**config.mk**
```make
export PLATFORM = sky130hd
export DESIGN_NAME = burst_addr_gen
export DESIGN_NICKNAME = d
export VERILOG_FILES = /design/src/rtl/burst_pkg.sv /design/src/rtl/burst_load_reg.sv /design/src/rtl/burst_seq_cnt.sv /design/src/rtl/burst_order_map.sv /design/src/rtl/burst_addr_gen.sv
export SDC_FILE = /design/constraint.sdc
export NUM_CORES = 1
export LEC_CHECK = 0
export ABC_CLOCK_PERIOD_IN_PS = 3050
export BUFFER_PORTS_ARGS = -buffer_cell sky130_fd_sc_hd__buf_2
export CAP_MARGIN = 20
export CORE_MARGIN = 2
export CORE_UTILIZATION = 49
export DETAILED_ROUTE_END_ITERATION = 12
export PLACE_DENSITY = 0.8
export SLEW_MARGIN = 15
export SYNTH_ARGS = -nofsm -noshare
export SYNTH_HDL_FRONTEND = slang
export SYNTH_SLANG_ARGS = --single-unit
export TNS_END_PERCENT = 1
```
**constraint.sdc**
```tcl
create_clock -name clk_i -period 3.05 [get_ports clk_i]
set_input_delay 0.61 -clock clk_i [delete_from_list [all_inputs] [get_ports clk_i]]
set_output_delay 0.61 -clock clk_i [all_outputs]
set_load 0.1 [all_outputs]
```
**src/rtl/burst_pkg.sv**
```systemverilog
package burst_pkg;
  localparam int unsigned BEAT_W = 2;

  typedef enum logic {
    ORD_LINEAR = 1'b0,
    ORD_XOR    = 1'b1
  } order_e;
endpackage

```
**src/rtl/burst_load_reg.sv**
```systemverilog
module burst_load_reg #(
  parameter int unsigned ADDR_W = 20
) (
  input  logic              clk_i,
  input  logic              rst_ni,
  input  logic              load_i,
  input  logic [ADDR_W-1:0] addr_i,
  output logic [ADDR_W-1:0] base_o
);
  always_ff @(posedge clk_i or negedge rst_ni) begin
    if (!rst_ni)     base_o <= '0;
    else if (load_i) base_o <= addr_i;
  end

  assert_base_capture_R2: assert property (@(posedge clk_i) disable iff (!rst_ni)
    load_i |=> base_o == $past(addr_i));
  assert_base_hold_R6: assert property (@(posedge clk_i) disable iff (!rst_ni)
    !load_i |=> $stable(base_o));
endmodule

```
**src/rtl/burst_seq_cnt.sv**
```systemverilog
module burst_seq_cnt #(
  parameter int unsigned CNT_W = 2
) (
  input  logic             clk_i,
  input  logic             rst_ni,
  input  logic             load_i,
  input  logic             step_i,
  output logic [CNT_W-1:0] cnt_o
);
  always_ff @(posedge clk_i or negedge rst_ni) begin
    if (!rst_ni)      cnt_o <= '0;
    else if (load_i)  cnt_o <= '0;
    else if (step_i)  cnt_o <= cnt_o + 1'b1;
  end

  assert_cnt_restart_R9: assert property (@(posedge clk_i) disable iff (!rst_ni)
    load_i |=> cnt_o == '0);
  assert_cnt_wrap_R7: assert property (@(posedge clk_i) disable iff (!rst_ni)
    (step_i && !load_i && cnt_o == '1) |=> cnt_o == '0);
  assert_cnt_freeze_R5: assert property (@(posedge clk_i) disable iff (!rst_ni)
    (!step_i && !load_i) |=> $stable(cnt_o));
endmodule

```
**src/rtl/burst_order_map.sv**
```systemverilog
module burst_order_map
  import burst_pkg::*;
#(
  parameter int unsigned CNT_W = 2
) (
  input  order_e           order_i,
  input  logic [CNT_W-1:0] start_i,
  input  logic [CNT_W-1:0] cnt_i,
  output logic [CNT_W-1:0] beat_o
);
  logic [CNT_W-1:0] lin_beat;
  logic [CNT_W-1:0] xor_beat;

  assign lin_beat = start_i + cnt_i;

  for (genvar b = 0; b < CNT_W; b++) begin : g_xor
    assign xor_beat[b] = start_i[b] ^ cnt_i[b];
  end

  always_comb begin
    beat_o = (order_i == ORD_XOR) ? xor_beat : lin_beat;
  end

  always_comb begin
    if (cnt_i == '0) assert_start_beat_R2: assert (beat_o == start_i);
  end
endmodule

```
**src/rtl/burst_addr_gen.sv**
```systemverilog
module burst_addr_gen
  import burst_pkg::*;
#(
  parameter int unsigned ADDR_W = 20
) (
  input  logic              clk_i,
  input  logic              rst_ni,
  input  logic              cke_i,
  input  logic              adv_i,
  input  logic              order_i,
  input  logic [ADDR_W-1:0] addr_i,
  output logic [ADDR_W-1:0] addr_o
);
  localparam int unsigned HI_W = ADDR_W - BEAT_W;

  logic              load;
  logic              step;
  logic [ADDR_W-1:0] base;
  logic [BEAT_W-1:0] cnt;
  logic [BEAT_W-1:0] beat;
  order_e            order;

  assign load  = cke_i && !adv_i;
  assign step  = cke_i && adv_i;
  assign order = order_e'(order_i);

  burst_load_reg #(.ADDR_W(ADDR_W)) u_base (
    .clk_i (clk_i), .rst_ni(rst_ni), .load_i(load), .addr_i(addr_i), .base_o(base)
  );

  burst_seq_cnt #(.CNT_W(BEAT_W)) u_cnt (
    .clk_i (clk_i), .rst_ni(rst_ni), .load_i(load), .step_i(step), .cnt_o(cnt)
  );

  burst_order_map #(.CNT_W(BEAT_W)) u_map (
    .order_i(order), .start_i(base[BEAT_W-1:0]), .cnt_i(cnt), .beat_o(beat)
  );

  assign addr_o = {base[ADDR_W-1:BEAT_W], beat};

  assert_load_out_R2: assert property (@(posedge clk_i) disable iff (!rst_ni)
    load |=> addr_o == $past(addr_i));
  assert_upper_hold_R6: assert property (@(posedge clk_i) disable iff (!rst_ni)
    step |=> addr_o[ADDR_W-1:BEAT_W] == $past(addr_o[ADDR_W-1:BEAT_W]));
  assert_stall_hold_R5: assert property (@(posedge clk_i) disable iff (!rst_ni)
    (!cke_i && $stable(order_i)) |=> $stable(addr_o));
  assert_step_moves_R3: assert property (@(posedge clk_i) disable iff (!rst_ni)
    (step && $stable(order_i)) |=> addr_o != $past(addr_o));

  initial begin
    if (HI_W < 1) $error("ADDR_W too small");
  end
endmodule

```
== After elaboration in Yosys (flattened, before gate mapping) ==
Index checks and enable logic that the tools add are counted.
W data, S select, Z words.
Operators by class
  magnitude comparators: 0
  reduce and logical (&&, ||, !) cells: 4
  shift operators: 0
  multipliers: 0
  equality and inequality tests: 0
  add/subtract/negate cells: 2
  bitwise gates (word level): 2
  divide/modulo/power cells: 0
  muxes and demuxes: 3
Operator list (count)
  $mux W2: 3
  $add A2 B1 Y2 const B: 1
  $add A2 B2 Y2: 1
  $logic_and A1 B1 Y1: 2
  $reduce_bool A2 Y1: 1
  $xor A1 B1 Y1: 2
  $logic_not A1 Y1: 1
Storage, ports and cells
  output and inout port bits: 20
  word-level logic and storage cells: 13
  latch bits: 0
  bits in registers: 22
  bits in writable memories: 0
  bits in read-only memories: 0
  memories: 0

== Longest topological paths before layout ==
Gate-level depths: netlist (run 1).
  depth after elaboration: 3
  mapped depth: 3
  depth with buffers taken out: 3

== Cells and area by module ==
Synthesis (run 1) repeated with hierarchy kept, for this count alone.
Second synthesis, totals
  cell total of the unflattened synthesis: 55
  area total of the unflattened synthesis: 964.7 sq um
Modules (own cells, without submodules)
  burst_load_reg: sequential area each 500.5 sq um, instances 1, area an instance 823.3 sq um, cells an instance 42
  burst_seq_cnt: sequential area each 50.0 sq um, instances 1, area an instance 88.8 sq um, cells an instance 7
  burst_order_map: sequential area each 0.0 sq um, instances 1, area an instance 36.3 sq um, cells an instance 4
  burst_addr_gen: sequential area each 0.0 sq um, instances 1, area an instance 16.3 sq um, cells an instance 2

== Worst setup path before layout (run 1) ==
No wires, ideal clock.
  kind: register to output
  from: reg u_cnt.cnt_o[0]
  to: out addr_o[1]
  setup slack: 187 ps
  buffers on the path: 0
  data arrival time: 2253 ps
  cell stages (with the launch flop): 4
  cells stage by stage: dfrtp_1 > ha_1 > nor2b_1 > xnor2_1
On the way
  cells in the longest elaborated chain, start to end: 2
RTL lines
  start: declaration: line burst_seq_cnt.sv:8  | output logic [CNT_W-1:0] cnt_o
  start signal: assignment: line burst_seq_cnt.sv:13  | else if (step_i) cnt_o <= cnt_o + 1'b1;
  $add A2 B2 Y2: line burst_order_map.sv:14  | assign lin_beat = start_i + cnt_i;
  $mux W2: line burst_order_map.sv:21  | beat_o = (order_i == ORD_XOR) ? xor_beat : lin_beat;
  end: declaration: line burst_addr_gen.sv:12  | output logic [ADDR_W-1:0] addr_o
Every way passes these cells.

== Worst setup path after layout (run 1) ==
Ends and elaborated chain as after synthesis.

==> impl_results.md, run 1 <==
* Critical Path RT at 2440 ps
* WL/cell at 11.3 um
* Crit end category: primary output
* Critical Path, Cell by Cell: ha_1 -> nor2b_1 -> xnor2_1 -> buf_2
* Status: complete, no violations
* CP max stage delay at 440 ps
* Die Ht at 49.7 um
* Num CTS Buffers at 3
* Routed WL at 1440 um
* Critical path arrival at 1630 ps
* Gr usage total at 13.0%
* # diodes at 0
* TNS Setup at 0 ps
* Die Wd at 49.7 um
* Max Clock Freq at 447 MHz
* Io pins at 45
* Synthesized area per cell at 14.0 um^2
* Via/cell ratio at 4.57
* Synth Register Bits at 22
* Final net count at 128
* Worst-path clk slew at 110 ps
* CTS resizes at 0
* Layout cell share with drive strength beyond 1 at 68.0%
* Vias in the first global route at 568
* Max-capacitance violation count at 0
* P per Cell Area at 812 mW/mm^2
* Die area at 0.00247 mm^2
* Post-CTS Repair Setup Buffers at 0
* Htree depth at 1
* Routability congestion estimate at 0.637
* Setup WS pre-CTS at 1010 ps
* Setup Viol. Count Final at 0
* Slew Limit Fails at 0
* Hold Vio Cnt, Final at 0
* Mapped cell area at 0.00102 mm^2
* Std cell rows at 16
* Critical path type: reg2out
* RSZ-0062 raised after global routing: false
* Seq/Total Area, Yosys at 53.7%
* Worst Path Max Fanout at 4
* Cells after synthesis at 73
* Tmin final at 2240 ps
* Hold-fix buffers at CTS at 0
* DRT iter0 DRCs at 2
* Max IR drop VDD at 0.456 mV
* Skew final at 0.0114 ps
* Buf+Inv Stages, Crit Path at 1
* Initial core utilization at 52.2%
* Largest net degree at the start of global routing at 23
* Critical path's slowest cell: dfrtp_1
* Core Footprint at 0.00196 mm^2
* Tightest Pin Transition at 543 ps
* Clock root buffer: clkbuf_4
* Vias at 581
* I/O Buffers at 44
* DRC at 0
* Placed cell count at 124
* DRT Pass-1 Iters at 2
* Slew headroom at 63.7%
* Min-delay worst type: in2async
* Setup slack after layout at 814 ps
* Skew-Pair Late Insertion Delay at 280 ps
* DP Area at 0.00112 mm^2
* Startpoint Class: flip-flop
* Leakage power at 0.565 nW
* Top delay family on crit path: flip-flops
* Final Cycle Share at 73.3%
* Commonest non-fill, non-tap cell in the layout: buf_2
* CTS sink count at 22
* First-pass GRT wire length at 2450 um
* Layout Cells excl Fill at 127
* Synth cell types at 15
* DRT antenna net count at 0
* Final HPWL DP at 1160 um
* YS warnings at 0
* Area growth syn-to-layout at 11.6%
* Max clock buf depth at 2
* Design Area, Final at 0.00114 mm^2
* Initial antenna violation count at 0
* Mapped Nets at 99
* Total grt overflow at 0
* Final hold slack at 254 ps
* CTS tree: yes
* Most frequent cells in the layout: buf_2 (44), dfrtp_1 (22), mux2_2 (19)
==> registers in the layout, summed over array words and instances (netlist names) <==
register	flops
u_base.base_o	20
u_cnt.cnt_o	2
==> kinds of logic after synthesis <==
kind of cell	synth area share, %
simple gates	2.93
fa+ha+maj	1.22
compound gates	1.34
buf+inv	15.8
mux	23.3
xor+xnor	1.71
flops	53.7
==> cells in the mapped netlist <==
library cell	n	area (um^2)
buf_6	2	22.5
mux2i_1	1	10.0
dfrtp_1	22	551
nor2b_4	1	13.8
xnor2_1	2	17.5
o2bb2ai_1	1	8.76
inv_1	1	3.75
mux2_2	19	214
nor2b_1	1	6.26
ha_1	1	12.5
o21ai_0	1	5.00
nand2_1	1	3.75
mux2_4	1	15.0
nand2b_1	1	6.26
buf_4	18	135
==> power by group <==
group	internal, mW	leakage [nW]	switching (mW)
clock	0.0458	0.0138	0.0749
combinational	0.0835	0.291	0.371
sequential	0.333	0.260	0.0200
==> per-stage QoR <==
stage                     total power, mW  utilization (%)
after detailed placement            0.819             57.1
after CTS                           0.939             58.3
after global placement              0.813             57.1
after global routing                0.968             58.3
after floorplan                     0.803                -
final                               0.929             58.3
==> layer usage <==
layer	wire length, um	up-vias	GRT usage, %
met1	604	282	15.8
li1	-	283	-
met2	764	14	22.9
met5	0	-	0
met3	50	2	0.909
met4	19	0	6.94
==> worst paths after layout <==
check                            startpoint                end  slack [ps]  cells after the start
max                          u_cnt.cnt_o[0]          addr_o[1]         810                      4
min                                  rst_ni  u_base.base_o[16]         250                      1
max reg2reg                  u_cnt.cnt_o[0]     u_cnt.cnt_o[1]        2180                      2
min reg2reg                u_base.base_o[6]   u_base.base_o[6]         510                      1
max in group asynchronous            rst_ni   u_base.base_o[4]        2470                      1
min in group clk_i         u_base.base_o[6]   u_base.base_o[6]         510                      1
==> layout make-up <==
type | count | area, um^2
well taps | 27 | 33.8
flip-flops and latches | 22 | 551
inverters | 1 | 3.75
repair buffers | 44 | 220
fillers | 182 | 818
multi-input cells | 30 | 313
clock buffers | 3 | 22.5
(Power assumes the default switching activity.)
==> run 2, diff against run 1 <==
--- a/config.mk
+++ b/config.mk
@@ -5,13 +5,13 @@
 export SDC_FILE = /design/constraint.sdc
 export NUM_CORES = 1
 export LEC_CHECK = 0
-export ABC_CLOCK_PERIOD_IN_PS = 3050
+export ABC_CLOCK_PERIOD_IN_PS = 2250
 export BUFFER_PORTS_ARGS = -buffer_cell sky130_fd_sc_hd__buf_2
 export CAP_MARGIN = 20
 export CORE_MARGIN = 2
-export CORE_UTILIZATION = 49
+export CORE_UTILIZATION = 46
 export DETAILED_ROUTE_END_ITERATION = 12
-export PLACE_DENSITY = 0.8
+export PLACE_DENSITY = 0.76
 export SLEW_MARGIN = 15
 export SYNTH_ARGS = -nofsm -noshare
 export SYNTH_HDL_FRONTEND = slang
==> constraint.sdc (replaced) <==
create_clock -name clk_i -period 2.25 [get_ports clk_i]
set_input_delay 0.45 -clock clk_i [delete_from_list [all_inputs] [get_ports clk_i]]
set_output_delay 0.45 -clock clk_i [all_outputs]
set_load 0.1 [all_outputs]
==> impl_results.md, run 2 (same netlist as run 1, synthesis figures left out) <==
* Status: complete, no violations
* CTS resizes at 0
* Worst Path Max Fanout at 4
* Area growth syn-to-layout at 12.5%
* Post-CTS Repair Setup Buffers at 0
* Slew headroom at 62.4%
* Std cell rows at 17
* Fillers at 189
* DRT iter0 DRCs at 1
* Max clock buf depth at 2
* Vias in the first global route at 648
* Skew final at 1.35 ps
* Htree depth at 1
* Initial antenna violation count at 0
* Critical path type: reg2out
* Hold Vio Cnt, Final at 0
* Final net count at 128
* Routability congestion estimate at 0.595
* Initial core utilization at 47.7%
* Critical Path RT at 1800 ps
* CP max stage delay at 430 ps
* Max Clock Freq at 483 MHz
* Power Total at 1.27 mW
* Leakage power at 0.570 nW
* DRT antenna net count at 0
* Min-delay worst type: in2async
* Gr usage total at 13.5%
* Largest net degree at the start of global routing at 23
* Die Wd at 51.2 um
* Biggest regs: u_base.base_o: 20 flops, u_cnt.cnt_o: 2 flops
* Buf+Inv Stages, Crit Path at 1
* TNS Setup at 0 ps
* Io pins at 45
* Max-capacitance violation count at 0
* Skew-Pair Late Insertion Delay at 290 ps
* Worst reg2reg path endpoint: u_cnt.cnt_o[1]
* Critical Path, Cell by Cell: ha_1 -> nor2b_1 -> xnor2_2 -> buf_2
* DRC at 0
* Routed WL at 1500 um
* # diodes at 0
* RSZ-0062 raised after global routing: false
* Startpoint Class: flip-flop
* Crit end category: primary output
* Vias at 591
* Max reg flops at 20
* Tmin final at 2070 ps
* Area occupied by registers at 551 um^2
* Flop2flop setup slack at 1430 ps
* WL/cell at 11.8 um
* DRT Pass-1 Iters at 4
* Clock root buffer: clkbuf_4
* Critical path launch point: u_cnt.cnt_o[0]
* Setup Viol. Count Final at 0
* CTS sink count at 22
* Via/cell ratio at 4.62
* Die Ht at 51.2 um
* Critical path's slowest cell: buf_2
* Area of the multi-input gates at 320 um^2
* Critical path arrival at 1620 ps
* Core Footprint at 0.00215 mm^2
* Top delay family on crit path: buffers and inverters
* Final Cycle Share at 92.1%
* Tightest Pin Transition at 563 ps
* FF-to-FF Start: u_cnt.cnt_o[0]
* Total grt overflow at 0
* FF-to-FF path depth at 2
* P per Cell Area at 1100 mW/mm^2
* Worst-path clk slew at 110 ps
* Commonest non-fill, non-tap cell in the layout: buf_2
* Slew Limit Fails at 0
* Num CTS Buffers at 3
* Hold-fix buffers at CTS at 0
* Final HPWL DP at 1160 um
* First-pass GRT wire length at 2600 um
* I/O Buffers at 44
* Top reg by flops: u_base.base_o
* Most frequent cells in the layout: buf_2 (44), dfrtp_1 (22), mux2_2 (19)
* Max IR drop VDD at 0.580 mV
* Die area at 0.00262 mm^2
* Layout cell share with drive strength beyond 1 at 69.0%
* CTS tree: yes
==> run 2: cell count changes in the layout (fill, tap and decap cells not counted) <==
cell,before,now
xnor2_1,2,1
xnor2_2,0,1
==> run 2: worst max-delay path by stage <==
stage	end	slack (ps)	cells past startpoint
2_1_floorplan	addr_o[1]	180	3
3_3_place_gp	addr_o[1]	520	4
3_5_place_dp	addr_o[1]	490	4
4_1_cts	addr_o[1]	150	4
5_1_grt	addr_o[1]	80	4
6_report	addr_o[1]	180	4
==> run 2: metal layers <==
layer / global-route usage (%) / share of wire, %
met3: 2.05 / 4.6
met1: 13.4 / 38
met5: 0 / 0
met2: 25.3 / 55
met4: 9.46 / 2.1
==> run 2: through the flow <==
| stage | utilization [%] | setup WS, ps | cells | hold WS (ps) | area [um^2] |
|---|---|---|---|---|---|
| 3_3_place_gp | 52.6 | 522 | 125 | 431 | 1130 |
| 4_1_cts | 53.6 | 150 | 128 | 100 | 1150 |
| 2_1_floorplan | - | 181 | 73 | 154 | 1030 |
| 5_1_grt | 53.6 | 76.5 | 128 | 120 | 1150 |
| 3_5_place_dp | 52.6 | 495 | 125 | 436 | 1130 |
| 6_report | 53.6 | 178 | 128 | 90.3 | 1150 |
==> run 2: layout make-up <==
class,count,area share (%)
clock buffers,3,1.95
inverters,1,0.326
multi-input cells,30,27.8
flip-flops and latches,22,47.8
well taps,28,3.04
repair buffers,44,19.1
==> run 2: report_power, final <==
group          switching (mW)  internal [mW]  total (mW)
clock                   0.106         0.0623       0.168
sequential             0.0291          0.452       0.481
combinational           0.505          0.117       0.621
==> run 3, diff against run 2 <==
--- a/config.mk
+++ b/config.mk
@@ -5,11 +5,11 @@
 export SDC_FILE = /design/constraint.sdc
 export NUM_CORES = 1
 export LEC_CHECK = 0
+export ABC_AREA = 1
 export ABC_CLOCK_PERIOD_IN_PS = 2250
 export BUFFER_PORTS_ARGS = -buffer_cell sky130_fd_sc_hd__buf_2
-export CAP_MARGIN = 20
 export CORE_MARGIN = 2
-export CORE_UTILIZATION = 46
+export CORE_UTILIZATION = 47
 export DETAILED_ROUTE_END_ITERATION = 12
 export PLACE_DENSITY = 0.76
 export SLEW_MARGIN = 15
==> impl_results.md, run 3 <==
* Setup WS pre-CTS at 582 ps
* Synthesized area per cell at 8.55 um^2
* Final net count at 181
* Tmin final at 1990 ps
* Hold Vio Cnt, Final at 0
* Ys async rst share at 100%
* DRT antenna net count at 0
* Hold-fix buffers at CTS at 0
* Most common cell in the netlist: nand2_1
* Max clock buf depth at 2
* Prevailing post-synth register cell: dfrtp_1
* Top reg by flops: u_base.base_o
* Via/cell ratio at 4.49
* Routed WL at 1810 um
* Cells after synthesis at 128
* Mapped Nets at 154
* Initial antenna violation count at 0
* Critical Path, Cell by Cell: ha_1 -> inv_1 -> nor2_1 -> nand3_1 -> nand2_1 -> inv_1 -> buf_2
* Routability congestion estimate at 0.740
* YS warnings at 0
* Die Ht at 52.3 um
* Synth top area cells: dfrtp_1 (50%), nand2_1 (19%), buf_4 (12%)
* Vias in the first global route at 767
* Critical path arrival at 1540 ps
* Final HPWL DP at 1370 um
* Crit end category: primary output
* XOR/XNOR share of the synthesized area at 0%
* Critical Path RT at 1800 ps
* Die Wd at 52.3 um
* Synth cell types at 15
* Simple-Gate Fraction of Synth Area at 27.2%
* Clock root buffer: clkbuf_4
* Layout cell share with drive strength beyond 1 at 38.6%
* Max-capacitance violation count at 0
* Critical path type: reg2out
* Setup Viol. Count Final at 0
* CTS sink count at 22
* Synth Area in Compound Gates at 1.71%
* DRC at 0
* Core Footprint at 0.00221 mm^2
* RSZ-0062 raised after global routing: false
* Min-delay worst type: in2async
* P per Cell Area at 994 mW/mm^2
* DRT iter0 DRCs at 5
* EDFF count, synth at 0
* Std cell rows at 17
* Worst Path Max Fanout at 2
* Critical path's slowest cell: buf_2
* Crit path top cell by count: inv_1
* Mux cell area share after synthesis at 0%
* Max IR drop VDD at 0.523 mV
* Num CTS Buffers at 3
* Gr usage total at 14.6%
* Max reg flops at 20
* CTS resizes at 0
* CP max stage delay at 410 ps
* Htree depth at 1
* Skew-Pair Late Insertion Delay at 290 ps
* Startpoint Class: flip-flop
* Setup slack after layout at 257 ps
* Largest net degree at the start of global routing at 23
* Post-CTS Repair Setup Buffers at 0
* Seq/Total Area, Yosys at 50.3%
* Io pins at 45
* Design Area, Final at 0.00119 mm^2
* WL/cell at 10.0 um
* Total grt overflow at 0
* Initial core utilization at 49.5%
* Mapped cell area at 0.00109 mm^2
* Most frequent cells in the layout: nand2_1 (56), buf_2 (44), dfrtp_1 (22)
* Skew final at 0.0123 ps
* Power Total at 1.18 mW
* Slew headroom at 67.4%
* # diodes at 0
* Tightest Pin Transition at 493 ps
* First-pass GRT wire length at 2950 um
* Area share of the largest cell type after synthesis at 50.3%
* Area growth syn-to-layout at 8.69%
* Slew Limit Fails at 0
* Biggest regs: u_base.base_o: 20 flops, u_cnt.cnt_o: 2 flops
* Worst-path clk slew at 100 ps
* Status: complete, no violations
* Cell taking the most area after synthesis: dfrtp_1
* Largest family of logic cells by synthesized area: simple AND/OR/NAND/NOR gates
* Post-Synth Adder-Cell Area at 1.14%
* Commonest non-fill, non-tap cell in the layout: nand2_1
* Final Cycle Share at 88.6%
* DP Area at 0.00117 mm^2
* Vias at 812
* Top post-synthesis cells by count: nand2_1 (56), dfrtp_1 (22), buf_4 (18)
* TNS Setup at 0 ps
* CTS tree: yes
* Max Clock Freq at 502 MHz
* Die area at 0.00273 mm^2
* DRT Pass-1 Iters at 4
* Leakage power at 0.720 nW
* Synth Register Bits at 22
* I/O Buffers at 44
run 3: changes by cell type after synthesis, moves of 2 or more:
cell	delta
inv_1	+6
mux2_2	-19
xnor2_1	-2
nand3_1	+2
nor2_1	+4
nand2_1	+55
nand2_2	+10
run 3: layout make-up:
class                      instances  area, um^2
sequential                        22         551
tap                               28        35.0
timing repair buffer              44         220
fill                             220        1020
clock buffer                       3        22.5
multi-input combinational         76         329
inverter                           8        32.5
run 3: final timing paths:
check                                   from  depth (start not counted)  slack (ps)                 to
max                         u_base.base_o[0]                          7         260          addr_o[1]
min                                   rst_ni                          1         100   u_base.base_o[5]
max reg2reg                   u_cnt.cnt_o[0]                          4        1480     u_cnt.cnt_o[1]
min reg2reg                u_base.base_o[19]                          2         480  u_base.base_o[19]
max in group asynchronous             rst_ni                          1        1820  u_base.base_o[15]
min in group clk_i                addr_i[14]                          3         350  u_base.base_o[14]
run 3: where the power goes:
| group | switching [mW] | internal [mW] |
|---|---|---|
| combinational | 0.464 | 0.0829 |
| clock | 0.101 | 0.0622 |
| sequential | 0.0274 | 0.445 |
| total | 0.592 | 0.591 |
run 3: routing by layer:
metal  track usage, %  routed length (um)
met4             6.41                  12
met1             17.7                 796
met3             1.71                 130
met2             25.9                 873
met5                0                   0
run 3: kinds of logic (layout without fill, tap and decap cells):
logic type / after synthesis / in the layout
simple gates: 72 / 72
buf+inv: 30 / 55
flops: 22 / 22
compound gates: 3 / 3
fa+ha+maj: 1 / 1
run 3: worst max-delay path, delay by kind of cell (launching register included):
family                     cells  cell delay [ps]
buffers and inverters          3              500
DFF                            1              400
adders and majority gates      1              220
and+or+nand+nor                3              130
run 3: metrics by stage:
stage,hold WS [ps],cells,utilization [%]
after floorplan,154,128,-
after global placement,430,178,52.8
after detailed placement,437,178,52.8
after CTS,108,181,53.8
after global routing,118,181,53.8
final,103,181,53.8
